--- src/rtl/useq_pkg.sv ---
package useq_pkg;
  typedef enum logic [2:0] {
    COND_NONE = 3'd0,
    COND_MEM  = 3'd1,
    COND_BR   = 3'd2,
    COND_ADDR = 3'd3,
    COND_RSV4 = 3'd4,
    COND_IRQ  = 3'd5,
    COND_RSV6 = 3'd6,
    COND_RSV7 = 3'd7
  } cond_e;
endpackage

--- src/rtl/useq_cond_unit.sv ---
module useq_cond_unit
  import useq_pkg::*;
#(
  parameter int ADDR_W  = 6,
  parameter int MEM_BIT = 1,
  parameter int BR_BIT  = 0,
  parameter int IRQ_BIT = 4
) (
  input  cond_e             cond_i,
  input  logic              mem_ready_i,
  input  logic              branch_en_i,
  input  logic              ir_bit11_i,
  input  logic              irq_i,
  output logic [ADDR_W-1:0] or_mask_o
);
  logic hit_mem, hit_br, hit_irq;

  always_comb begin
    hit_mem = (cond_i == COND_MEM) && mem_ready_i;
    hit_irq = (cond_i == COND_IRQ) && irq_i;
    hit_br  = ((cond_i == COND_BR) && branch_en_i) ||
              ((cond_i == COND_ADDR) && ir_bit11_i);
  end

  // one OR term per address bit; bit positions are parameters
  for (genvar b = 0; b < ADDR_W; b++) begin : g_mask
    assign or_mask_o[b] = ((MEM_BIT == b) && hit_mem) ||
                          ((BR_BIT  == b) && hit_br)  ||
                          ((IRQ_BIT == b) && hit_irq);
  end
endmodule

--- src/rtl/useq_addr_select.sv ---
module useq_addr_select #(
  parameter int ADDR_W = 6,
  parameter int OPC_W  = 4
) (
  input  logic              dispatch_i,
  input  logic [ADDR_W-1:0] jump_addr_i,
  input  logic [ADDR_W-1:0] or_mask_i,
  input  logic [OPC_W-1:0]  opcode_i,
  output logic [ADDR_W-1:0] next_o
);
  localparam int PAD_W = ADDR_W - OPC_W;

  logic [ADDR_W-1:0] dispatch_addr;

  if (PAD_W > 0) begin : g_pad
    assign dispatch_addr = {{PAD_W{1'b0}}, opcode_i};
  end else begin : g_nopad
    assign dispatch_addr = opcode_i[ADDR_W-1:0];
  end

  always_comb begin
    if (dispatch_i) next_o = dispatch_addr;
    else            next_o = jump_addr_i | or_mask_i;
  end
endmodule

--- src/rtl/useq_state_reg.sv ---
module useq_state_reg #(
  parameter int          ADDR_W      = 6,
  parameter logic [ADDR_W-1:0] RESET_STATE = 6'd18
) (
  input  logic              clk_i,
  input  logic              rst_ni,
  input  logic [ADDR_W-1:0] d_i,
  output logic [ADDR_W-1:0] q_o
);
  always_ff @(posedge clk_i or negedge rst_ni) begin
    if (!rst_ni) q_o <= RESET_STATE;
    else         q_o <= d_i;
  end
endmodule

--- src/rtl/useq_next_addr.sv ---
module useq_next_addr
  import useq_pkg::*;
#(
  parameter int ADDR_W      = 6,
  parameter int OPC_W       = 4,
  parameter int COND_W      = 3,
  parameter int RESET_STATE = 18,
  parameter int MEM_BIT     = 1,
  parameter int BR_BIT      = 0,
  parameter int IRQ_BIT     = 4
) (
  input  logic              clk_i,
  input  logic              rst_ni,
  input  logic [ADDR_W-1:0] jump_addr_i,
  input  logic [COND_W-1:0] cond_sel_i,
  input  logic              dispatch_i,
  input  logic              mem_ready_i,
  input  logic              branch_en_i,
  input  logic              irq_i,
  input  logic [OPC_W-1:0]  opcode_i,
  input  logic              ir_bit11_i,
  output logic [ADDR_W-1:0] state_o,
  output logic [ADDR_W-1:0] next_state_o
);
  localparam logic [ADDR_W-1:0] RST_ST = ADDR_W'(RESET_STATE);

  cond_e             cond;
  logic [ADDR_W-1:0] or_mask;

  assign cond = cond_e'(cond_sel_i);

  useq_cond_unit #(
    .ADDR_W (ADDR_W),
    .MEM_BIT(MEM_BIT),
    .BR_BIT (BR_BIT),
    .IRQ_BIT(IRQ_BIT)
  ) u_cond (
    .cond_i     (cond),
    .mem_ready_i(mem_ready_i),
    .branch_en_i(branch_en_i),
    .ir_bit11_i (ir_bit11_i),
    .irq_i      (irq_i),
    .or_mask_o  (or_mask)
  );

  useq_addr_select #(
    .ADDR_W(ADDR_W),
    .OPC_W (OPC_W)
  ) u_sel (
    .dispatch_i (dispatch_i),
    .jump_addr_i(jump_addr_i),
    .or_mask_i  (or_mask),
    .opcode_i   (opcode_i),
    .next_o     (next_state_o)
  );

  useq_state_reg #(
    .ADDR_W     (ADDR_W),
    .RESET_STATE(RST_ST)
  ) u_state (
    .clk_i (clk_i),
    .rst_ni(rst_ni),
    .d_i   (next_state_o),
    .q_o   (state_o)
  );
endmodule

--- config.mk ---
export PLATFORM = sky130hd
export DESIGN_NAME = useq_next_addr
export DESIGN_NICKNAME = d
export VERILOG_FILES = /design/src/rtl/useq_pkg.sv /design/src/rtl/useq_cond_unit.sv /design/src/rtl/useq_addr_select.sv /design/src/rtl/useq_state_reg.sv /design/src/rtl/useq_next_addr.sv
export SDC_FILE = /design/constraint.sdc
export NUM_CORES = 1
export LEC_CHECK = 0
export ABC_AREA = 1
export BUFFER_PORTS_ARGS = -buffer_cell sky130_fd_sc_hd__buf_2
export CAP_MARGIN = 20
export CELL_PAD_IN_SITES_DETAIL_PLACEMENT = 0
export CELL_PAD_IN_SITES_GLOBAL_PLACEMENT = 2
export CORE_MARGIN = 2
export CORE_UTILIZATION = 14
export CTS_CLUSTER_DIAMETER = 80
export DETAILED_ROUTE_END_ITERATION = 6
export GPL_ROUTABILITY_DRIVEN = 0
export PLACE_DENSITY_LB_ADDON = 0.25
export SLEW_MARGIN = 20
export SYNTH_ARGS = -nofsm -noshare
export SYNTH_HDL_FRONTEND = slang
export SYNTH_SLANG_ARGS = --single-unit
--- constraint.sdc ---
create_clock -name clk_i -period 1.77 [get_ports clk_i]
set_input_delay 0.354 -clock clk_i [delete_from_list [all_inputs] [get_ports clk_i]]
set_output_delay 0.354 -clock clk_i [all_outputs]
set_load 0.02 [all_outputs]
==> results.yml, run 1 <==
critical_path:
  cp-start-kind: "input port"
  crit_slowest_cell: "buf_2"
  cp_max_fo: 3
  path_common_cell: "buf_2"
  critPathLaunch: "cond_sel_i[2]"
  crit_required_ns: 1.42
  worstPathArrival_ns: 1.04
  crit_path_end_kind: "output port"
  max_stage_delay_ns: 0.20
  worstSetupPathType: "in -> out"
  path_cells: "buf_2 > nor2_1 > nand3_1 > a21oi_1 > buf_2"
  endpoint: "next_state_o[0]"
placed_design:
  dp_hpwl_um: 659
  dpl_worst_slack_ns: 0.361
  placed_cell_area_um2: 458
  dp.cells: 91
  io_buffers: 31
floorplanning:
  ios: 32
  core_um2: 1780
  die_area_um2: 2310
  start_util_pct: 15.2
  die_y_um: 48.0
  dieWidth_um: 48.0
  rows: 15
logic_synthesis:
  yosysSeqAreaShare_pct: 56.2
  synthesis.area_um2: 272
  synth_simple_gate_area_share_pct: 27.2
  synth_top_cells_by_area: "dfrtp_1 (37%), dfstp_2 (19%), inv_1 (11%)"
  syn_nets: 55
  syn_inst: 35
  synth.top_cell.area_share_pct: 36.9
  synth_cell_types: 8
  ys_ff_latch: 6
  avgSynthCellArea_um2: 7.76
  synthAdderAreaFrac_pct: 0
  yosysWarnings: 0
  synth_area_leader_cell: "dfrtp_1"
  synthMuxAreaShare_pct: 0
  synth_compound_area_share_pct: 5.53
  synth_top_family_by_area: "simple AND/OR/NAND/NOR gates"
  synth_xor_area_share_pct: 0
detailed_routing:
  drc: 0
  drt_pass1_iterations: 2
  viasPerCell: 3.27
  ant_nets: 0
  wl_per_cell_um: 7.77
  routed_wl_um: 746
  vias: 314
  drtIter0Drc: 5
clocking:
  clockBufferDepth: 2
  cts_buffers: 3
  htree_levels: 1
  cts_tree: "done"
  cts.sink_count: 6
  post_cts_buffers: 0
  clockRootBuffer: "clkbuf_4"
  path_clk_slew_ns: 0.05
cells_and_area:
  nFillCells: 205
  reg_top3: "u_state.q_o (6)"
  n_antenna_cell: 0
  drive_above_1_share_pct: 52.1
  fin_cells: 96
  multi_input_comb_area_um2: 88.8
  seq_area_um2: 153
  syn2layout_area_growth_pct: 82.0
  nNetsFinal: 92
  regMostFlops: "u_state.q_o"
  final_area_um2: 494
  largest_reg_flops: 6
run_status:
  status: "finished clean"
job:
  cap_violations: 0
hold_path:
  hold_path.class: "in -> reg"
global_route:
  grt_overflow: 0
  grt_max_degree: 8
  grt_pass1_vias: 269
  antenna_found_initial: 0
  grt_pass1_wl_um: 966
  grt_util_all_layers_pct: 6.54
sta:
  tightest_slew_ns: 0.189
  timing.final.max_slew_violations: 0
  tns_ns: 0
  hold_slack_ns: 0.332
  final-hold-violation-count: 0
  finalSetupViolCount: 0
  min_period_ns: 1.39
  period_share_pct: 78.7
  slew_headroom_pct: 87.4
  fmax_mhz: 718
  rsz0062_at_grt: "false"
  fin_ws_ns: 0.377
power_and_ir_drop:
  cellLeakagePower_nw: 0.298
  powerDensity_nw_per_um2: 759
  peakVddDrop_mv: 0.155
## layout by cell type, fill, tap and decap left out
master         Yosys  routed
nand3_1            3       3
buf_2              0      31
dfrtp_1            4       4
dlygate4sd3_1      0       1
nand2_1            8       8
clkbuf_4           0       3
clkbuf_1           0       1
dfstp_2            2       2
nor2_2             1       1
a21oi_1            3       3
nor2_1             6       6
inv_1              8       8
## cell type report
type	count	area share, %
well taps	25	6.33
flip-flops and latches	6	30.9
multi-input cells	21	18.0
repair buffers	32	33.4
clock buffers	4	5.32
inverters	8	6.08
## critical path: cells and delay by family
family / cells / cell delay (ns)
AND/OR/NAND/NOR: 2 / 0.18
AO/OA/AOI/OAI: 1 / 0.19
buffers and inverters: 2 / 0.31
## kinds of logic (layout without fill, tap and decap cells)
group / Yosys count / count (layout)
compound gates: 3 / 3
simple gates: 18 / 18
buf+inv: 8 / 44
flops: 6 / 6
## worst min-delay path by stage
stage	slack [ns]	endpoint	startpoint	cells past startpoint
6_report	0.33	u_state.q_o[3]	jump_addr_i[3]	3
5_1_grt	0.34	u_state.q_o[3]	jump_addr_i[3]	3
4_1_cts	0.32	u_state.q_o[4]	jump_addr_i[4]	3
3_5_place_dp	0.18	u_state.q_o[3]	rst_ni	1
3_3_place_gp	0.18	u_state.q_o[5]	rst_ni	1
2_1_floorplan	0.06	u_state.q_o[0]	rst_ni	0
## through the flow
| stage | util, % | power, mW |
|---|---|---|
| finish | 27.7 | 0.375 |
| global route | 27.7 | 0.400 |
| CTS | 27.7 | 0.385 |
| detailed placement | 25.7 | 0.245 |
| global placement | 25.7 | 0.245 |
| floorplan | - | 0.198 |
## cells in the mapped netlist (all sizes together)
| master | number |
|---|---|
| a21oi | 3 |
| dfrtp | 4 |
| dfstp | 2 |
| inv | 8 |
| nand2 | 8 |
| nand3 | 3 |
| nor2 | 7 |
## where the power goes
part	leakage (nW)	internal [mW]	switching, mW	total [mW]
registers	0.0690	0.149	0.00154	0.151
clock network	0.0150	0.0852	0.0471	0.132
logic	0.214	0.0368	0.0551	0.0919
## layer usage
layer | wire (µm) | track usage, %
met5 | 0 | 0
met4 | 0 | 8.11
met2 | 423 | 11.5
met3 | 55 | 1.13
met1 | 267 | 5.57
## what timing repair did
item                                   4_1_cts  5_1_grt
endpoints found under the hold margin        4        0
hold buffers                                 1        0
resized for setup                            0        0
setup endpoints to repair                    0        0
No activity file was read; power rests on OpenSTA's default activity.
==> run 2, diff against run 1 <==
Settings changed: CORE_UTILIZATION 14 to 12.
Clock period 1.77 ns to 1.2 ns, I/O delays scaled along.
==> results.yml, run 2 (synthesized netlist as in run 1, its figures left out) <==
hold_path:
  hold_path.class: "in -> reg"
  hp-start: "opcode_i[2]"
  hold_depth: 3
  hold_end: "u_state.q_o[2]"
floorplanning:
  start_util_pct: 12.5
  core_um2: 2170
  die_y_um: 51.6
  die_area_um2: 2660
  dieWidth_um: 51.6
  ios: 32
  rows: 17
global_route:
  grt_overflow: 0
  grt_pass1_wl_um: 1390
  grt_util_all_layers_pct: 7.17
  antenna_found_initial: 0
  grt_pass1_vias: 356
  grt_max_degree: 7
critical_path:
  cp-start-kind: "flip-flop"
  cp_max_fo: 1
  worstPathArrival_ns: 0.89
  crit_required_ns: 0.96
  crit_path_end_kind: "output port"
  max_stage_delay_ns: 0.51
  worstSetupPathType: "reg -> out"
  critPathBufInv: 1
  critPathTopFamily: "flip-flops"
  path_cells: "buf_2"
  crit_slowest_cell: "dfstp_2"
placed_design:
  dp_hpwl_um: 775
  placed_cell_area_um2: 484
  dp.cells: 97
  io_buffers: 31
sta:
  fmax_mhz: 882
  rsz0062_at_grt: "true"
  min_period_ns: 1.13
  finalSetupViolCount: 0
  hold_slack_ns: 0.220
  final-hold-violation-count: 0
  period_share_pct: 94.5
  slew_headroom_pct: 90.6
  tightest_slew_ns: 0.141
  timing.final.max_slew_violations: 0
clocking:
  cts_buffers: 3
  cts.sink_count: 6
  clockBufferDepth: 2
  htree_levels: 1
  path_clk_slew_ns: 0.05
  cts_tree: "done"
  clockRootBuffer: "clkbuf_4"
cells_and_area:
  regMostFlops: "u_state.q_o"
  layout_common_cells: "buf_2 (28), inv_1 (8), nand2_1 (8), nor2_1 (6), buf_4 (6)"
  finalCoreUtilization_pct: 25.4
  fin_cells: 103
  final_area_um2: 551
  syn2layout_area_growth_pct: 103
  drive_above_1_share_pct: 58.7
  nFillCells: 254
  final_common_cell: "buf_2"
  reg_top3: "u_state.q_o (6)"
  nNetsFinal: 96
  largest_reg_flops: 6
  n_antenna_cell: 0
run_status:
  status: "finished clean"
detailed_routing:
  vias: 359
  wl_per_cell_um: 8.50
  routed_wl_um: 876
  drtIter0Drc: 2
  drc: 0
  drt_pass1_iterations: 3
  ant_nets: 0
  viasPerCell: 3.49
power_and_ir_drop:
  powerDensity_nw_per_um2: 1060
  peakVddDrop_mv: 0.314
  cellLeakagePower_nw: 0.322
  power_uw: 581
job:
  cap_violations: 0
run 2: changes by cell type in the layout (fill, tap and decap cells not counted):
cell	before	now
buf_4	0	6
buf_6	0	1
buf_2	31	28
a21oi_1	3	0
a21oi_2	0	3
run 2: timing repair:
| item | CTS | global route |
|---|---|---|
| endpoints found under the hold margin | 4 | 0 |
| resized for setup | 0 | 7 |
| setup endpoints to repair | 0 | 3 |
| hold buffers | 1 | 0 |
| setup buffers | 0 | 1 |
run 2: worst max-delay path by stage:
stage          cells past startpoint              end  slack (ns)            from
2_1_floorplan                      4  next_state_o[1]        0.15   cond_sel_i[0]
3_3_place_gp                       6  next_state_o[1]        0.02   cond_sel_i[0]
3_5_place_dp                       5  next_state_o[0]        0.02   cond_sel_i[2]
4_1_cts                            5  next_state_o[0]        0.01      dispatch_i
5_1_grt                            6  next_state_o[4]      -0.008   cond_sel_i[0]
6_report                           1       state_o[4]        0.07  u_state.q_o[4]
run 2: routing by layer:
metal  share of wire, %  wire [µm]  track usage [%]
met1                 41        356             8.04
met2                 50        437             11.5
met3                9.5         83             2.01
met4                  0          0             5.26
met5                  0          0                0
run 2: area by class of cell:
class                      count  area [µm²]  area share (%)
sequential                     6         153            27.7
timing repair buffer          36         206            37.5
tap                           28        35.0            6.36
multi-input combinational     21         100            18.2
inverter                       8        30.0            5.45
clock buffer                   4        26.3            4.77
run 2: power breakdown:
group	internal [mW]	switching, mW
registers	0.220	0.00256
clock network	0.126	0.0715
logic	0.0721	0.0886
total	0.418	0.163
run 2: stage by stage:
step,setup TNS [ns],setup WS (ns)
after global placement,0,0.0170
after CTS,0,0.0101
after detailed placement,0,0.0158
after global routing,-0.00905,-0.00846
after floorplan,0,0.149
final,0,0.0660
